## src/rtl/injFrmPkg.sv

```systemverilog
package injFrmPkg;

  typedef enum logic [2:0] {
    ST_IDLE,
    ST_SOF,
    ST_HDR,
    ST_PAY,
    ST_PAD,
    ST_EOF,
    ST_TRAIL
  } injState_e;

  // strobes from control to datapath, one action per cycle
  typedef struct packed {
    logic       latchDesc;
    logic       sendSof;
    logic       sendHdr;
    logic [1:0] hdrIdx;
    logic       sendPay;
    logic       sendPad;
    logic       sendEof;
    logic       sendTrail;
  } injStrobe_t;

  localparam int CTRL_GAP_LSB = 21;
  localparam int CTRL_EOF_BIT = 19;
  localparam int CTRL_SOF_BIT = 18;
  localparam int CTRL_VB_LSB  = 16;
  localparam int HDR_WORDS    = 4;

endpackage

```

## src/rtl/injFrmCtrl.sv

```systemverilog
module injFrmCtrl
  import injFrmPkg::*;
#(
  parameter int LEN_W      = 11,
  parameter int CELL_WORDS = 15
) (
  input  logic             clk,
  input  logic             rstN,
  input  logic             startValid,
  input  logic [LEN_W-1:0] startLen,
  output logic             startReady,
  input  logic             inValid,
  output logic             inReady,
  output injStrobe_t       strobe
);

  localparam logic [LEN_W-1:0] CELL_W = LEN_W'(CELL_WORDS);

  injState_e        state;
  logic [LEN_W-1:0] payWords;
  logic [LEN_W-1:0] wordCnt;
  logic [LEN_W-1:0] wordNext;
  logic [LEN_W:0]   lenRound;
  logic [1:0]       hdrCnt;

  assign lenRound = {1'b0, startLen} + (LEN_W+1)'(3);
  assign wordNext = wordCnt + 1'b1;

  always_comb begin
    strobe     = '0;
    startReady = (state == ST_IDLE);
    inReady    = (state == ST_PAY);
    case (state)
      ST_IDLE:  strobe.latchDesc = startValid;
      ST_SOF:   strobe.sendSof   = 1'b1;
      ST_HDR: begin
        strobe.sendHdr = 1'b1;
        strobe.hdrIdx  = hdrCnt;
      end
      ST_PAY:   strobe.sendPay   = inValid;
      ST_PAD:   strobe.sendPad   = 1'b1;
      ST_EOF:   strobe.sendEof   = 1'b1;
      ST_TRAIL: strobe.sendTrail = 1'b1;
      default:  ;
    endcase
  end

  always_ff @(posedge clk) begin
    if (!rstN) begin
      state    <= ST_IDLE;
      payWords <= '0;
      wordCnt  <= '0;
      hdrCnt   <= '0;
    end else begin
      case (state)
        ST_IDLE: if (startValid) begin
          payWords <= LEN_W'(lenRound[LEN_W:2]);
          state    <= ST_SOF;
        end
        ST_SOF: begin
          hdrCnt <= '0;
          state  <= ST_HDR;
        end
        ST_HDR: begin
          hdrCnt <= hdrCnt + 1'b1;
          if (hdrCnt == 2'd3) begin
            wordCnt <= '0;
            state   <= (payWords == '0) ? ST_PAD : ST_PAY;
          end
        end
        ST_PAY: if (inValid) begin
          wordCnt <= wordNext;
          if (wordNext == payWords)
            state <= (wordNext < CELL_W) ? ST_PAD : ST_EOF;
        end
        ST_PAD: begin
          wordCnt <= wordNext;
          if (wordNext >= CELL_W) state <= ST_EOF;
        end
        ST_EOF:   state <= ST_TRAIL;
        ST_TRAIL: state <= ST_IDLE;
        default:  state <= ST_IDLE;
      endcase
    end
  end


  sof_then_hdr_chk: assert property (@(posedge clk) disable iff (!rstN)
    strobe.sendSof |=> (strobe.sendHdr && strobe.hdrIdx == 2'd0));


  eof_then_trail_chk: assert property (@(posedge clk) disable iff (!rstN)
    strobe.sendEof |=> (strobe.sendTrail && !startReady));


  trail_then_idle_chk: assert property (@(posedge clk) disable iff (!rstN)
    strobe.sendTrail |=> startReady);


  accept_busy_chk: assert property (@(posedge clk) disable iff (!rstN)
    strobe.latchDesc |=> (!startReady && strobe.sendSof));


  pad_limit_chk: assert property (@(posedge clk) disable iff (!rstN)
    strobe.sendPad |-> (wordCnt < CELL_W));


  ready_phase_chk: assert property (@(posedge clk) disable iff (!rstN)
    !(inReady && startReady));

endmodule

```

## src/rtl/injFrmData.sv

```systemverilog
module injFrmData
  import injFrmPkg::*;
#(
  parameter int LEN_W      = 11,
  parameter int CELL_BYTES = 60,
  parameter int GAP        = 1
) (
  input  logic             clk,
  input  logic             rstN,
  input  injStrobe_t       strobe,
  input  logic [LEN_W-1:0] startLen,
  input  logic [11:0]      cfgDestMask,
  input  logic [1:0]       cfgPopCnt,
  input  logic [7:0]       cfgQueueMask,
  input  logic             cfgTagType,
  input  logic             cfgBypass,
  input  logic [31:0]      inData,
  output logic             qWrEn,
  output logic [31:0]      qWrData,
  output logic             qCtrlEn,
  output logic [31:0]      qCtrlData
);

  localparam logic [LEN_W-1:0] CELL_LEN = LEN_W'(CELL_BYTES);
  localparam logic [31:0] GAP_FIELD = 32'(GAP) << CTRL_GAP_LSB;

  logic [LEN_W-1:0] lenR;
  logic [11:0]      maskR;
  logic [1:0]       popR;
  logic [7:0]       queueR;
  logic             tagR;
  logic             bypR;
  logic [1:0]       validBytes;
  logic [31:0]      hdrWord [HDR_WORDS];
  logic [31:0]      sofWord;
  logic [31:0]      eofWord;

  always_ff @(posedge clk) begin
    if (!rstN) begin
      lenR   <= '0;
      maskR  <= '0;
      popR   <= '0;
      queueR <= '0;
      tagR   <= 1'b0;
      bypR   <= 1'b0;
    end else if (strobe.latchDesc) begin
      lenR   <= startLen;
      maskR  <= cfgDestMask;
      popR   <= cfgPopCnt;
      queueR <= cfgQueueMask;
      tagR   <= cfgTagType;
      bypR   <= cfgBypass;
    end
  end

  // header bits 127..0 split into four words, most significant first
  assign hdrWord[0] = {bypR, 31'b0};
  assign hdrWord[1] = {28'b0, maskR[11:8]};
  assign hdrWord[2] = {maskR[7:0], 24'b0};
  assign hdrWord[3] = {2'b0, popR, queueR, 3'b0, tagR, 16'b0};

  assign validBytes = (lenR >= CELL_LEN) ? lenR[1:0] : 2'b0;
  assign sofWord    = GAP_FIELD | (32'd1 << CTRL_SOF_BIT);
  assign eofWord    = GAP_FIELD | (32'd1 << CTRL_EOF_BIT)
                    | (32'(validBytes) << CTRL_VB_LSB);

  always_comb begin
    qWrEn     = strobe.sendHdr | strobe.sendPay | strobe.sendPad | strobe.sendTrail;
    qCtrlEn   = strobe.sendSof | strobe.sendEof;
    qWrData   = '0;
    qCtrlData = '0;
    if (strobe.sendHdr)      qWrData = hdrWord[strobe.hdrIdx];
    else if (strobe.sendPay) qWrData = inData;
    if (strobe.sendSof)      qCtrlData = sofWord;
    else if (strobe.sendEof) qCtrlData = eofWord;
  end


  one_port_chk: assert property (@(posedge clk) disable iff (!rstN)
    !(qWrEn && qCtrlEn));


  short_vb_chk: assert property (@(posedge clk) disable iff (!rstN)
    (qCtrlEn && qCtrlData[CTRL_EOF_BIT] && lenR < CELL_LEN)
      |-> (qCtrlData[CTRL_VB_LSB+1:CTRL_VB_LSB] == 2'b0));

endmodule

```

## src/rtl/injFrameBuilder.sv

```systemverilog
module injFrameBuilder
  import injFrmPkg::*;
#(
  parameter int LEN_W      = 11,
  parameter int CELL_BYTES = 60,
  parameter int GAP        = 1
) (
  input  logic             clk,
  input  logic             rstN,
  input  logic             startValid,
  output logic             startReady,
  input  logic [LEN_W-1:0] startLen,
  input  logic [11:0]      cfgDestMask,
  input  logic [1:0]       cfgPopCnt,
  input  logic [7:0]       cfgQueueMask,
  input  logic             cfgTagType,
  input  logic             cfgBypass,
  input  logic             inValid,
  output logic             inReady,
  input  logic [31:0]      inData,
  output logic             qWrEn,
  output logic [31:0]      qWrData,
  output logic             qCtrlEn,
  output logic [31:0]      qCtrlData
);

  localparam int CELL_WORDS = CELL_BYTES / 4;

  injStrobe_t strobe;

  injFrmCtrl #(.LEN_W(LEN_W), .CELL_WORDS(CELL_WORDS)) ctrlU (
    .clk(clk), .rstN(rstN), .startValid(startValid), .startLen(startLen),
    .startReady(startReady), .inValid(inValid), .inReady(inReady),
    .strobe(strobe)
  );

  injFrmData #(.LEN_W(LEN_W), .CELL_BYTES(CELL_BYTES), .GAP(GAP)) dataU (
    .clk(clk), .rstN(rstN), .strobe(strobe), .startLen(startLen),
    .cfgDestMask(cfgDestMask), .cfgPopCnt(cfgPopCnt),
    .cfgQueueMask(cfgQueueMask), .cfgTagType(cfgTagType),
    .cfgBypass(cfgBypass), .inData(inData), .qWrEn(qWrEn),
    .qWrData(qWrData), .qCtrlEn(qCtrlEn), .qCtrlData(qCtrlData)
  );

endmodule

```

## config.mk

```make
export PLATFORM = sky130hd
export DESIGN_NAME = injFrameBuilder
export DESIGN_NICKNAME = d
export VERILOG_FILES = /design/src/rtl/injFrmPkg.sv /design/src/rtl/injFrmCtrl.sv /design/src/rtl/injFrmData.sv /design/src/rtl/injFrameBuilder.sv
export SDC_FILE = /design/constraint.sdc
export NUM_CORES = 1
export LEC_CHECK = 0
export ABC_AREA = 1
export BUFFER_PORTS_ARGS = -buffer_cell sky130_fd_sc_hd__buf_2
export CORE_ASPECT_RATIO = 0.6
export CORE_UTILIZATION = 54
export DETAILED_ROUTE_END_ITERATION = 12
export GPL_ROUTABILITY_DRIVEN = 0
export PLACE_DENSITY_LB_ADDON = 0.1
export SETUP_SLACK_MARGIN = 0.4
export SKIP_LAST_GASP = 1
export SLEW_MARGIN = 20
export SYNTH_ARGS = -nofsm -noshare
export SYNTH_HDL_FRONTEND = slang
export SYNTH_HIERARCHICAL = 1
export SYNTH_SLANG_ARGS = --single-unit
```

## constraint.sdc

```tcl
create_clock -name clk -period 4.35 [get_ports clk]
set_clock_uncertainty 0.2 [all_clocks]
set_input_delay 0.87 -clock clk [delete_from_list [all_inputs] [get_ports clk]]
set_output_delay 0.87 -clock clk [all_outputs]
set_load 0.005 [all_outputs]
```

# Word-level counts from Yosys, hierarchy flattened
# Index checks and enable logic that the tools add are counted.
[totals]
ramBits = 0
mem_bits_ro = 0
memories = 0
input_bits = 71
reg_bits = 61
latch_bits = 0
word_cells = 69
out_inout_bits = 68
[op_classes]
n_div = 0
n_reduce_logical = 7
shift = 0
magnitude_cmp = 4
muxes = 27
n_bitwise = 5
mul = 0
n_eq_ne = 13
n_addsub = 3
[ops]
columns = ["op", "n"]
rows = [
  ["two-way mux 32 bit", 5],
  ["binary-select mux 32 bit (select 2 bit)", 1],
  ["case mux 11 bit (3 select lines)", 1],
  ["two-way mux 11 bit", 2],
  ["two-way mux 22 bit", 1],
  ["two-way mux 3 bit", 7],
  ["case mux 3 bit (6 select lines)", 1],
  ["adder 11 x 2 -> 12 bit, second input constant", 1],
  ["adder 11 x 1 -> 11 bit, second input constant", 1],
  ["== test 11 x 10 -> 1 bit", 1],
  ["greater-or-equal comparator 11 x 4 -> 1 bit, second input constant", 1],
  ["greater-or-equal comparator 11 x 6 -> 1 bit, second input constant", 1],
  ["logical NOT 11 bit", 1],
  ["less-than comparator 11 x 4 -> 1 bit, second input constant", 1],
  ["== test 3 bit, second input constant", 3],
  ["two-way mux 1 bit", 7],
  ["== test 3 x 2 -> 1 bit, second input constant", 2],
  ["inequality test 2 x 1 -> 1 bit, second input constant", 3],
  ["AND reduction 5 bit", 1],
  ["inequality test 2 bit, second input constant", 2],
  ["OR 1 bit", 4],
  ["case mux 2 bit (2 select lines)", 1],
  ["== test 3 x 1 -> 1 bit, second input constant", 1],
  ["greater-or-equal comparator 3 bit, second input constant", 1],
  ["other kinds (9)", 9],
]

# Logic depth before layout (Yosys ltp)
# Gate-level depths: netlist of the first run.
[logic_depth]
ltp_word = 7
depth_mapped = 15
mapped_depth_nobuf = 15

# By module
# The synthesis of the first run kept the hierarchy.
[by_module_without_submodules]
columns = ["mod", "n_inst", "seq_area_each_um2", "area_per_inst_um2", "cells_per_inst"]
rows = [
  ["injFrmData", 1, 700.7, 1944.4, 300],
  ["injFrmCtrl", 1, 520.5, 1844.3, 307],
]

# Worst setup path before layout of the first run
# No wires, ideal clock.
[synth_timing]
path_type = "input-to-output"
startpoint = "input port inValid"
endpoint = "output port qWrData[2]"
path_stages = 8
slack_ps = 1696
path_buffers = 2
arrival_ps = 1584
required_ps = 3280
path_cell_list = "inv_1 -> nor2_1 -> buf_4 -> inv_4 -> nor2_4 -> buf_6 -> nand2_1 -> o21ai_0"
[synth_lines]
columns = ["item", "line", "rtl"]
rows = [
  ["start, declared", "injFrameBuilder.sv:18", "input logic inValid,"],
  ["end, declared", "injFrameBuilder.sv:22", "output logic [31:0] qWrData,"],
]

==> flow_summary.yaml, run 1 <==
clock_tree:
  cts_sinks: 61
  postCtsSetupBuffers: 0
  cts_max_path_buffers: 2
  path_clk_slew_ps: 50
  cts_made_buffers: 9
  root_buffer: "clkbuf_16"
  tritoncts: "built"
  cts-hold-fix-buffers: 0
  clock_latency_ps: 330
  cts_max_level: 3
  post_cts_resized: 0
sta:
  tightest_slew_ps: 897.0
  max_slew_margin_pct: 39.80
  fmax_mhz: 299.4
  rsz0062_at_grt: "no"
  hold_viol_final: 0
  fin_setup_tns_ps: 0
  finalMaxSlewViolations: 0
  min_period_ps: 3340
  finalSetupViolCount: 0
  post-route-period-util_pct: 76.78
  fin_ws_ps: 1010
yosys:
  ys_top_cells_by_count: "nor2_1 (135), nand2_1 (128), dfxtp_1 (61), o21ai_0 (61), inv_1 (47)"
  synth_cell_types: 34
  synth_warnings: 6
  synth_top_area_share_pct: 32.23
  synth_edf_count: 0
  synthesis.instances: 607
  yosysTopAreaCell: "dfxtp_1"
  syn_area_mm2: 0.003789
  synth.area.top_cells: "dfxtp_1 (32%), nor2_1 (13%), nand2_1 (13%)"
  synth_ff_type: "dfxtp_1"
  avgSynthCellArea_um2: 6.242
  yosysMostFrequentCell: "nor2_1"
  ys_ff_latch: 61
  async_flop_share_pct: 0
  seq_area_frac_synth_pct: 32.23
critical_path:
  critPathCaptureType: "output pin"
  crit_type: "reg2out"
  crit_buf_inv: 5
  cp-start-kind: "flip-flop"
  cp_cell_sequence: "inv_2 -> nand2_1 -> nor2_1 -> inv_1 -> nor2_1 -> buf_4 -> inv_4 -> nor2_4 -> nand2_1 -> o21ai_0 -> buf_2"
  cp.required_ps: 3280
  slowest_stage: "nor2_1"
  critical_path.top_delay_family: "simple AND/OR/NAND/NOR gates"
  slowest_delay_ps: 370
  cp.arrival_ps: 2270
  worstPathMaxFanout: 17
pwr:
  power.leakage_nw: 2.285
  internal_power_mw: 1.511
  power_switching_uw: 847.4
  ir_drop_mv: 0.3463
  combPwrFrac_pct: 31.2
  power.density_mw_per_mm2: 513.6
  sw_frac_of_total_pct: 35.93
  clkPwrFrac_pct: 34.9
  power_frac_seq_pct: 33.8
routing:
  final_antenna_net_count: 0
  via_count: 4144
  drt_first_pass_iters: 5
  drc: 0
  avgRoutedWirePerCell_um: 13.04
  drt_wl_total_um: 10460
  vias_per_cell: 5.167
  drt_iter0_markers: 337
floorplan:
  start_util_pct: 56.26
  boundaryPins: 139
  core_region_area_mm2: 0.006734
  die_x_um: 110.1
  rows: 23
  fp.dieH_um: 66.88
  die_area_mm2: 0.007366
status:
  status: "complete, no violations"
global_route:
  track_usage_pct: 29.03
  grt_max_degree: 48
  antenna_found_initial: 0
  grt_overflow_total: 0
  grt_pass1_wl_um: 15970
  grt_pass1_vias: 3506
final_layout:
  area_delta_synth_final_pct: 21.20
  drive_above_1_share_pct: 22.66
  layout.nets: 784
  utilization_pct: 68.19
  final_area_mm2: 0.004592
  diodes: 0
  fillers: 607
placed_design:
  dpl.hpwl_um: 7619
  pre_cts_ws_ps: 1302
  port_buffers: 111
  placed_area_mm2: 0.004244
run:
  max_cap_viol_count: 0
worst_hold_path:
  min_path_type: "reg2reg"
power by group through the flow:
| stage | Clock (mW) | Sequential (mW) | Combinational [mW] |
|---|---|---|---|
| after floorplan | 0 | 0.776 | 0.562 |
| after global placement | 0 | 0.800 | 0.703 |
| after detailed placement | 0 | 0.804 | 0.719 |
| after CTS | 0.838 | 0.795 | 0.727 |
| after global routing | 0.866 | 0.815 | 0.836 |
| final | 0.824 | 0.798 | 0.737 |
stage by stage:
step           power, mW  instances  hold WS, ps
3_3_place_gp       1.503        786        249.1
2_1_floorplan      1.338        633        233.7
5_1_grt            2.517        802        312.2
4_1_cts            2.360        802        276.0
6_report           2.359        802        275.4
3_5_place_dp       1.523        786        257.6
worst register-to-register path, stage by stage, from the launching register on:
cell     delay, ps
dfxtp_1        360
nor2_1         100
inv_1           90
nor2_1         120
nand2_1        240
inv_1          120
buf_4          370
inv_2          360
o21ai_0        270
a21oi_1         60
layout make-up:
class / count / area, um2 / share of cell area, %
multi-input cells: 470 / 2127 / 46.32
repair buffers: 115 / 585.6 / 12.75
inverters: 53 / 201.4 / 4.387
clock buffers: 9 / 225.2 / 4.905
well taps: 87 / 108.9 / 2.371
flip-flops and latches: 61 / 1221 / 26.59
clock inverters: 7 / 122.6 / 2.670
layout by cell type, fill, tap and decap left out:
cell	instances
o21ai_2	2
dfxtp_1	61
o211ai_1	1
nand3_2	2
o21ai_0	61
bufinv_16	3
o21ai_1	5
buf_2	111
buf_4	4
ha_1	3
clkinv_4	1
inv_6	1
inv_1	47
xor2_1	6
nand3_1	38
inv_2	5
nand4_1	3
nand2_4	1
clkinvlp_4	2
nand2_2	9
nor2_2	6
nor2_4	3
inv_4	1
a21oi_1	25
o31ai_1	1
conb_1	27
a21oi_2	1
or3_1	1
nand3b_1	1
or2_2	1
clkbuf_16	9
nand2_1	128
xnor2_1	3
o21a_1	1
nor2_1	135
nor3_1	6
flip-flops by register name, summed over array words and instances (netlist names):
name	flops
ctrlU/payWords	10
dataU/tagR	1
ctrlU/state	3
dataU/queueR	8
ctrlU/hdrCnt	2
dataU/maskR	12
ctrlU/wordCnt	11
dataU/bypR	1
dataU/lenR	11
dataU/popR	2
worst paths after layout:
| check | start | endpoint | slack, ps | cells after the start |
|---|---|---|---|---|
| worst max register to register | ctrlU/state[0]$_SDFFE_PN0P_ | dataU/lenR[6]$_SDFFE_PN0P_ | 1910 | 9 |
| worst min-delay path | dataU/lenR[6]$_SDFFE_PN0P_ | dataU/lenR[6]$_SDFFE_PN0P_ | 280 | 2 |
| worst max-delay path | ctrlU/state[2]$_SDFFE_PN0P_ | qWrData[3] | 1010 | 11 |
| worst min register to register | dataU/lenR[6]$_SDFFE_PN0P_ | dataU/lenR[6]$_SDFFE_PN0P_ | 280 | 2 |
layer usage:
metal  up-vias  GRT usage, %  part of all wire, %
met2       200         46.25                   44
met3        19         8.513                  9.9
met5         -             0                    0
met1      1852         36.99                   44
met4         0         11.18                  1.6
li1       2073             -                    -
cell families (layout without fill, tap and decap cells):
family	count (synthesis)	after routing	synth area share, %
AO/OA/AOI/OAI	97	97	13.31
XOR/XNOR	9	9	2.081
adder cells (fa/ha/maj)	3	3	0.9909
buffers and inverters	102	184	14.20
flip-flops	61	61	32.23
other	1	27	0.09898
AND/OR/NAND/NOR	334	334	37.09
Note: power is estimated with default switching activity, not from simulation.
==> run 2, diff against run 1 <==
- CORE_UTILIZATION: 54 -> 50
- clock period: 4.35 -> 3.3 ns (I/O delays scaled with it)
==> flow_summary.yaml, run 2 (synthesis gave the netlist of run 1 again) <==
sta:
  finalSetupViolCount: 0
  min_period_ps: 2709
  fmax_mhz: 369.1
  max_slew_margin_pct: 44.15
  post-route-period-util_pct: 82.10
  hold_slack_ps: 272.5
  tightest_slew_ps: 832.2
  fin_setup_tns_ps: 0
  rsz0062_at_grt: "no"
  fin_ws_ps: 590.6
  finalMaxSlewViolations: 0
  hold_viol_final: 0
final_layout:
  largest_reg_flops: 12
  diodes: 0
  area_delta_synth_final_pct: 21.50
  layout.nets: 787
  fillers: 687
  final_common_cell: "nor2_1"
  reg_top3: "dataU/maskR: 12 flops, ctrlU/wordCnt: 11 flops, dataU/lenR: 11 flops"
  drive_above_1_share_pct: 22.98
  finalNonFillerCells: 822
  top_register: "dataU/maskR"
  utilization_pct: 63.08
  final_area_mm2: 0.004603
  final_cell_mix: "nor2_1 (133), nand2_1 (128), buf_2 (111), o21ai_0 (61), dfxtp_1 (61)"
clock_tree:
  path_clk_slew_ps: 50
  clock_latency_ps: 330
  cts_max_level: 3
  cts_max_path_buffers: 2
  cts_made_buffers: 9
  tritoncts: "built"
  cts_sinks: 61
  root_buffer: "clkbuf_16"
pwr:
  power.density_mw_per_mm2: 643.9
  sw_frac_of_total_pct: 37.14
  combPwrFrac_pct: 33.1
  ir_drop_mv: 0.4606
  power_switching_mw: 1.101
  clkPwrFrac_pct: 31.3
  power_frac_seq_pct: 35.7
  fin_total_pwr_mw: 2.964
  power.leakage_nw: 2.283
  internal_power_mw: 1.863
routing:
  drt_first_pass_iters: 5
  vias_per_cell: 5.049
  via_count: 4150
  drt_wl_total_um: 10600
  final_antenna_net_count: 0
  drt_iter0_markers: 361
  drc: 0
  avgRoutedWirePerCell_um: 12.90
placed_design:
  placed_area_mm2: 0.004280
  port_buffers: 111
  dpl.hpwl_um: 7911
  post-place-cells: 805
  pre_cts_ws_ps: 712.8
critical_path:
  worstPathMaxFanout: 23
  cp-start-kind: "flip-flop"
  critPathCaptureType: "output pin"
  r2r_end: "ctrlU/state[2]$_SDFFE_PN0P_"
  cp.arrival_ps: 1850
  reg2reg_slack_ps: 870
  cp.required_ps: 2440
  reg2reg_depth: 12
  worstReg2RegStart: "ctrlU/wordCnt[0]$_SDFFE_PN0P_"
  crit_type: "reg2out"
global_route:
  grt_max_degree: 47
  grt_pass1_vias: 3590
  grt_overflow_total: 0
  grt_pass1_wl_um: 16970
  track_usage_pct: 27.64
  antenna_found_initial: 0
floorplan:
  fp.dieH_um: 69.43
  core_region_area_mm2: 0.007297
  start_util_pct: 51.92
  boundaryPins: 139
  die_x_um: 114.4
  die_area_mm2: 0.007940
  rows: 24
worst_hold_path:
  hold_start: "dataU/lenR[6]$_SDFFE_PN0P_"
  holdPathStages: 2
  hold_end: "dataU/lenR[6]$_SDFFE_PN0P_"
  min_path_type: "reg2reg"
run:
  max_cap_viol_count: 0
status:
  status: "complete, no violations"
[run 2: how the worst max path moves through the flow]
stage	start	end	slack [ps]
6_report	ctrlU/state[2]$_SDFFE_PN0P_	qWrData[25]	590
5_1_grt	ctrlU/state[2]$_SDFFE_PN0P_	qWrData[26]	400
4_1_cts	ctrlU/state[2]$_SDFFE_PN0P_	qWrData[0]	510
3_5_place_dp	inValid	qWrData[25]	710
3_3_place_gp	inValid	qWrData[24]	760
2_1_floorplan	ctrlU/state[2]$_SDFFE_PN0P_	qWrData[2]	930
[run 2: routing by layer]
layer / track usage (%) / vias up / wire [um]
li1: - / 2077 / -
met1: 38.93 / 1847 / 4974
met2: 41.82 / 212 / 4573
met3: 7.080 / 14 / 948
met4: 7.504 / 0 / 107
met5: 0 / - / 0
[run 2: final cells by class]
type,instances,area (um2),area share [%]
Multi-Input combinational cell,470,2132,46.32
Sequential cell,61,1221,26.53
Timing Repair Buffer,118,624.3,13.56
Clock buffer,12,246.5,5.355
Inverter,53,201.4,4.376
Tap cell,104,130.1,2.827
Clock inverter,4,47.55,1.033
[run 2: worst max-delay path, stage by stage (launching register included)]
cell and delay [ps]:
dfxtp_1 340, inv_2 80, nand2_1 70, nor2_2 100
buf_4 270, nand2_2 80, inv_2 180, o21ai_0 160
o21ai_2 120, buf_2 120
[run 2: repair_timing]
action | 4_1_cts | 5_1_grt
setup buffers | 0 | 1
gates resized for setup | 0 | 3
endpoints found under the setup margin | 0 | 17
hold buffers | 0 | 0
[run 2: power by group through the flow]
| stage | clock network [mW] | registers, mW | logic [mW] |
|---|---|---|---|
| global placement | 0 | 1.06 | 0.935 |
| detailed placement | 0 | 1.06 | 0.954 |
| floorplan | 0 | 1.02 | 0.741 |
| finish | 0.928 | 1.06 | 0.980 |
| global route | 0.974 | 1.08 | 1.11 |
| CTS | 0.942 | 1.05 | 0.965 |
==> run 3, diff against run 2 <==
- clock period: 3.3 -> 2.7 ns (I/O delays scaled with it)
==> flow_summary.yaml, run 3 (synthesis gave the netlist of run 1 again) <==
clock_tree:
  cts_max_path_buffers: 2
  path_clk_slew_ps: 50
  tritoncts: "built"
  cts_max_level: 3
  cts_sinks: 61
  root_buffer: "clkbuf_16"
  cts-hold-fix-buffers: 0
  clock_latency_ps: 330
  cts_made_buffers: 9
status:
  status: "complete, no violations"
floorplan:
  die_area_mm2: 0.007940
  start_util_pct: 51.92
  core_region_area_mm2: 0.007297
  rows: 24
  boundaryPins: 139
  fp.dieH_um: 69.43
  die_x_um: 114.4
sta:
  hold_viol_final: 0
  finalSetupViolCount: 0
  tightest_slew_ps: 633.0
  fmax_mhz: 393.4
  post-route-period-util_pct: 94.13
  fin_ws_ps: 158.4
  finalMaxSlewViolations: 0
  fin_setup_tns_ps: 0
  min_period_ps: 2542
  rsz0062_at_grt: "yes"
  hold_slack_ps: 228.1
  max_slew_margin_pct: 57.75
critical_path:
  crit_buf_inv: 5
  critical_path.top_delay_family: "buffers and inverters"
  cp.required_ps: 1960
  worstPathMaxFanout: 7
  critPathCaptureType: "output pin"
  cp_cell_sequence: "inv_2 -> nand2_4 -> nor2_4 -> inv_4 -> nor2_4 -> buf_6 -> clkinvlp_4 -> nor2_2 -> o21ai_1 -> buf_2"
  cp.arrival_ps: 1800
  slowest_stage: "dfxtp_2"
  cp-start-kind: "flip-flop"
  crit_top_cell: "nor2_4"
  crit_type: "reg2out"
  slowest_delay_ps: 330
global_route:
  grt_max_degree: 46
  grt_pass1_vias: 3707
  track_usage_pct: 29.04
  grt_pass1_wl_um: 17680
  grt_overflow_total: 0
  antenna_found_initial: 0
routing:
  drc: 0
  drt_iter0_markers: 267
  avgRoutedWirePerCell_um: 13.54
  drt_wl_total_um: 11310
  via_count: 4249
  final_antenna_net_count: 0
  vias_per_cell: 5.089
  drt_first_pass_iters: 5
pwr:
  power_frac_seq_pct: 35.5
  sw_frac_of_total_pct: 38.79
  combPwrFrac_pct: 36.6
  fin_total_pwr_mw: 3.710
  power.leakage_nw: 2.346
  internal_power_mw: 2.271
  ir_drop_mv: 0.3473
  clkPwrFrac_pct: 27.9
  power_switching_mw: 1.439
  power.density_mw_per_mm2: 768.1
placed_design:
  pre_cts_ws_ps: 319.3
  port_buffers: 111
  dpl.hpwl_um: 8254
  post-place-cells: 807
final_layout:
  fillers: 662
  final_common_cell: "nand2_1"
  final_cell_mix: "nand2_1 (123), nor2_1 (120), buf_2 (111), o21ai_0 (57), dfxtp_1 (56)"
  top_register: "dataU/maskR"
  drive_above_1_share_pct: 28.59
  layout.nets: 801
  area_delta_synth_final_pct: 27.48
  finalNonFillerCells: 835
  reg_top3: "dataU/maskR: 12 flops, ctrlU/wordCnt: 11 flops, dataU/lenR: 11 flops"
  diodes: 0
  largest_reg_flops: 12
worst_hold_path:
  min_path_type: "in2reg"
run:
  max_cap_viol_count: 0
## run 3: cell count changes in the layout (fill, tap and decap cells not counted), moves of 5 or more
| cell | previous run | this run |
|---|---|---|
| dfxtp_1 | 61 | 56 |
| nor2_4 | 3 | 11 |
| buf_4 | 5 | 13 |
| nor2_1 | 133 | 120 |
| buf_6 | 1 | 6 |
| nor2_2 | 8 | 13 |
| nand2_1 | 128 | 123 |
| inv_1 | 47 | 42 |
## run 3: area by class of cell
type | instances | area [um2] | area share [%]
Multi-Input combinational cell | 470 | 2228 | 46.14
Sequential cell | 61 | 1232 | 25.52
Timing Repair Buffer | 132 | 760.7 | 15.75
Clock buffer | 11 | 242.7 | 5.026
Inverter | 53 | 210.2 | 4.352
Tap cell | 104 | 130.1 | 2.694
Clock inverter | 4 | 25.02 | 0.5181
## run 3: power groups by stage
| stage | Clock (mW) | Combinational [mW] | Sequential, mW |
|---|---|---|---|
| after floorplan | 0 | 0.905 | 1.25 |
| after global placement | 0 | 1.16 | 1.30 |
| after detailed placement | 0 | 1.19 | 1.30 |
| after CTS | 1.05 | 1.27 | 1.30 |
| after global routing | 1.09 | 1.52 | 1.34 |
| final | 1.03 | 1.36 | 1.32 |
## run 3: path summary, 6_finish.rpt
| check | start | end | slack (ps) | cells after the start |
|---|---|---|---|---|
| min | cfgQueueMask[1] | dataU/queueR[1]$_SDFFE_PN0P_ | 230 | 3 |
| max reg2reg | ctrlU/wordCnt[0]$_SDFFE_PN0P_ | ctrlU/state[1]$_SDFFE_PN0P_ | 510 | 14 |
| max | ctrlU/state[2]$_SDFFE_PN0P_ | qWrData[28] | 160 | 10 |
| min reg2reg | dataU/maskR[5]$_SDFFE_PN0P_ | dataU/maskR[5]$_SDFFE_PN0P_ | 290 | 2 |
## run 3: routing by layer
metal  vias to the layer above  GRT usage [%]  part of all wire [%]
met5                         -              0                     0
li1                       2114              -                     -
met3                        15          8.042                    11
met2                       209          44.65                    44
met1                      1911          40.01                    44
met4                         0          7.792                   1.4
## run 3: metrics by stage
step | util (%) | cell area, um2
floorplan | - | 3886
global placement | 58.86 | 4295
detailed placement | 58.86 | 4295
CTS | 64.45 | 4703
global route | 66.19 | 4830
finish | 66.19 | 4830
## run 3: tightest hold or removal path, cell delays in order
cell	delay, ps
buf_2	80
nor2_1	30
nor2_1	80
## run 3: what timing repair did
item / 4_1_cts / 5_1_grt
resized for setup: 27 / 29
pin swaps: 5 / 13
setup endpoints to repair: 37 / 37
gates cloned: 1 / 0
setup buffers: 6 / 6
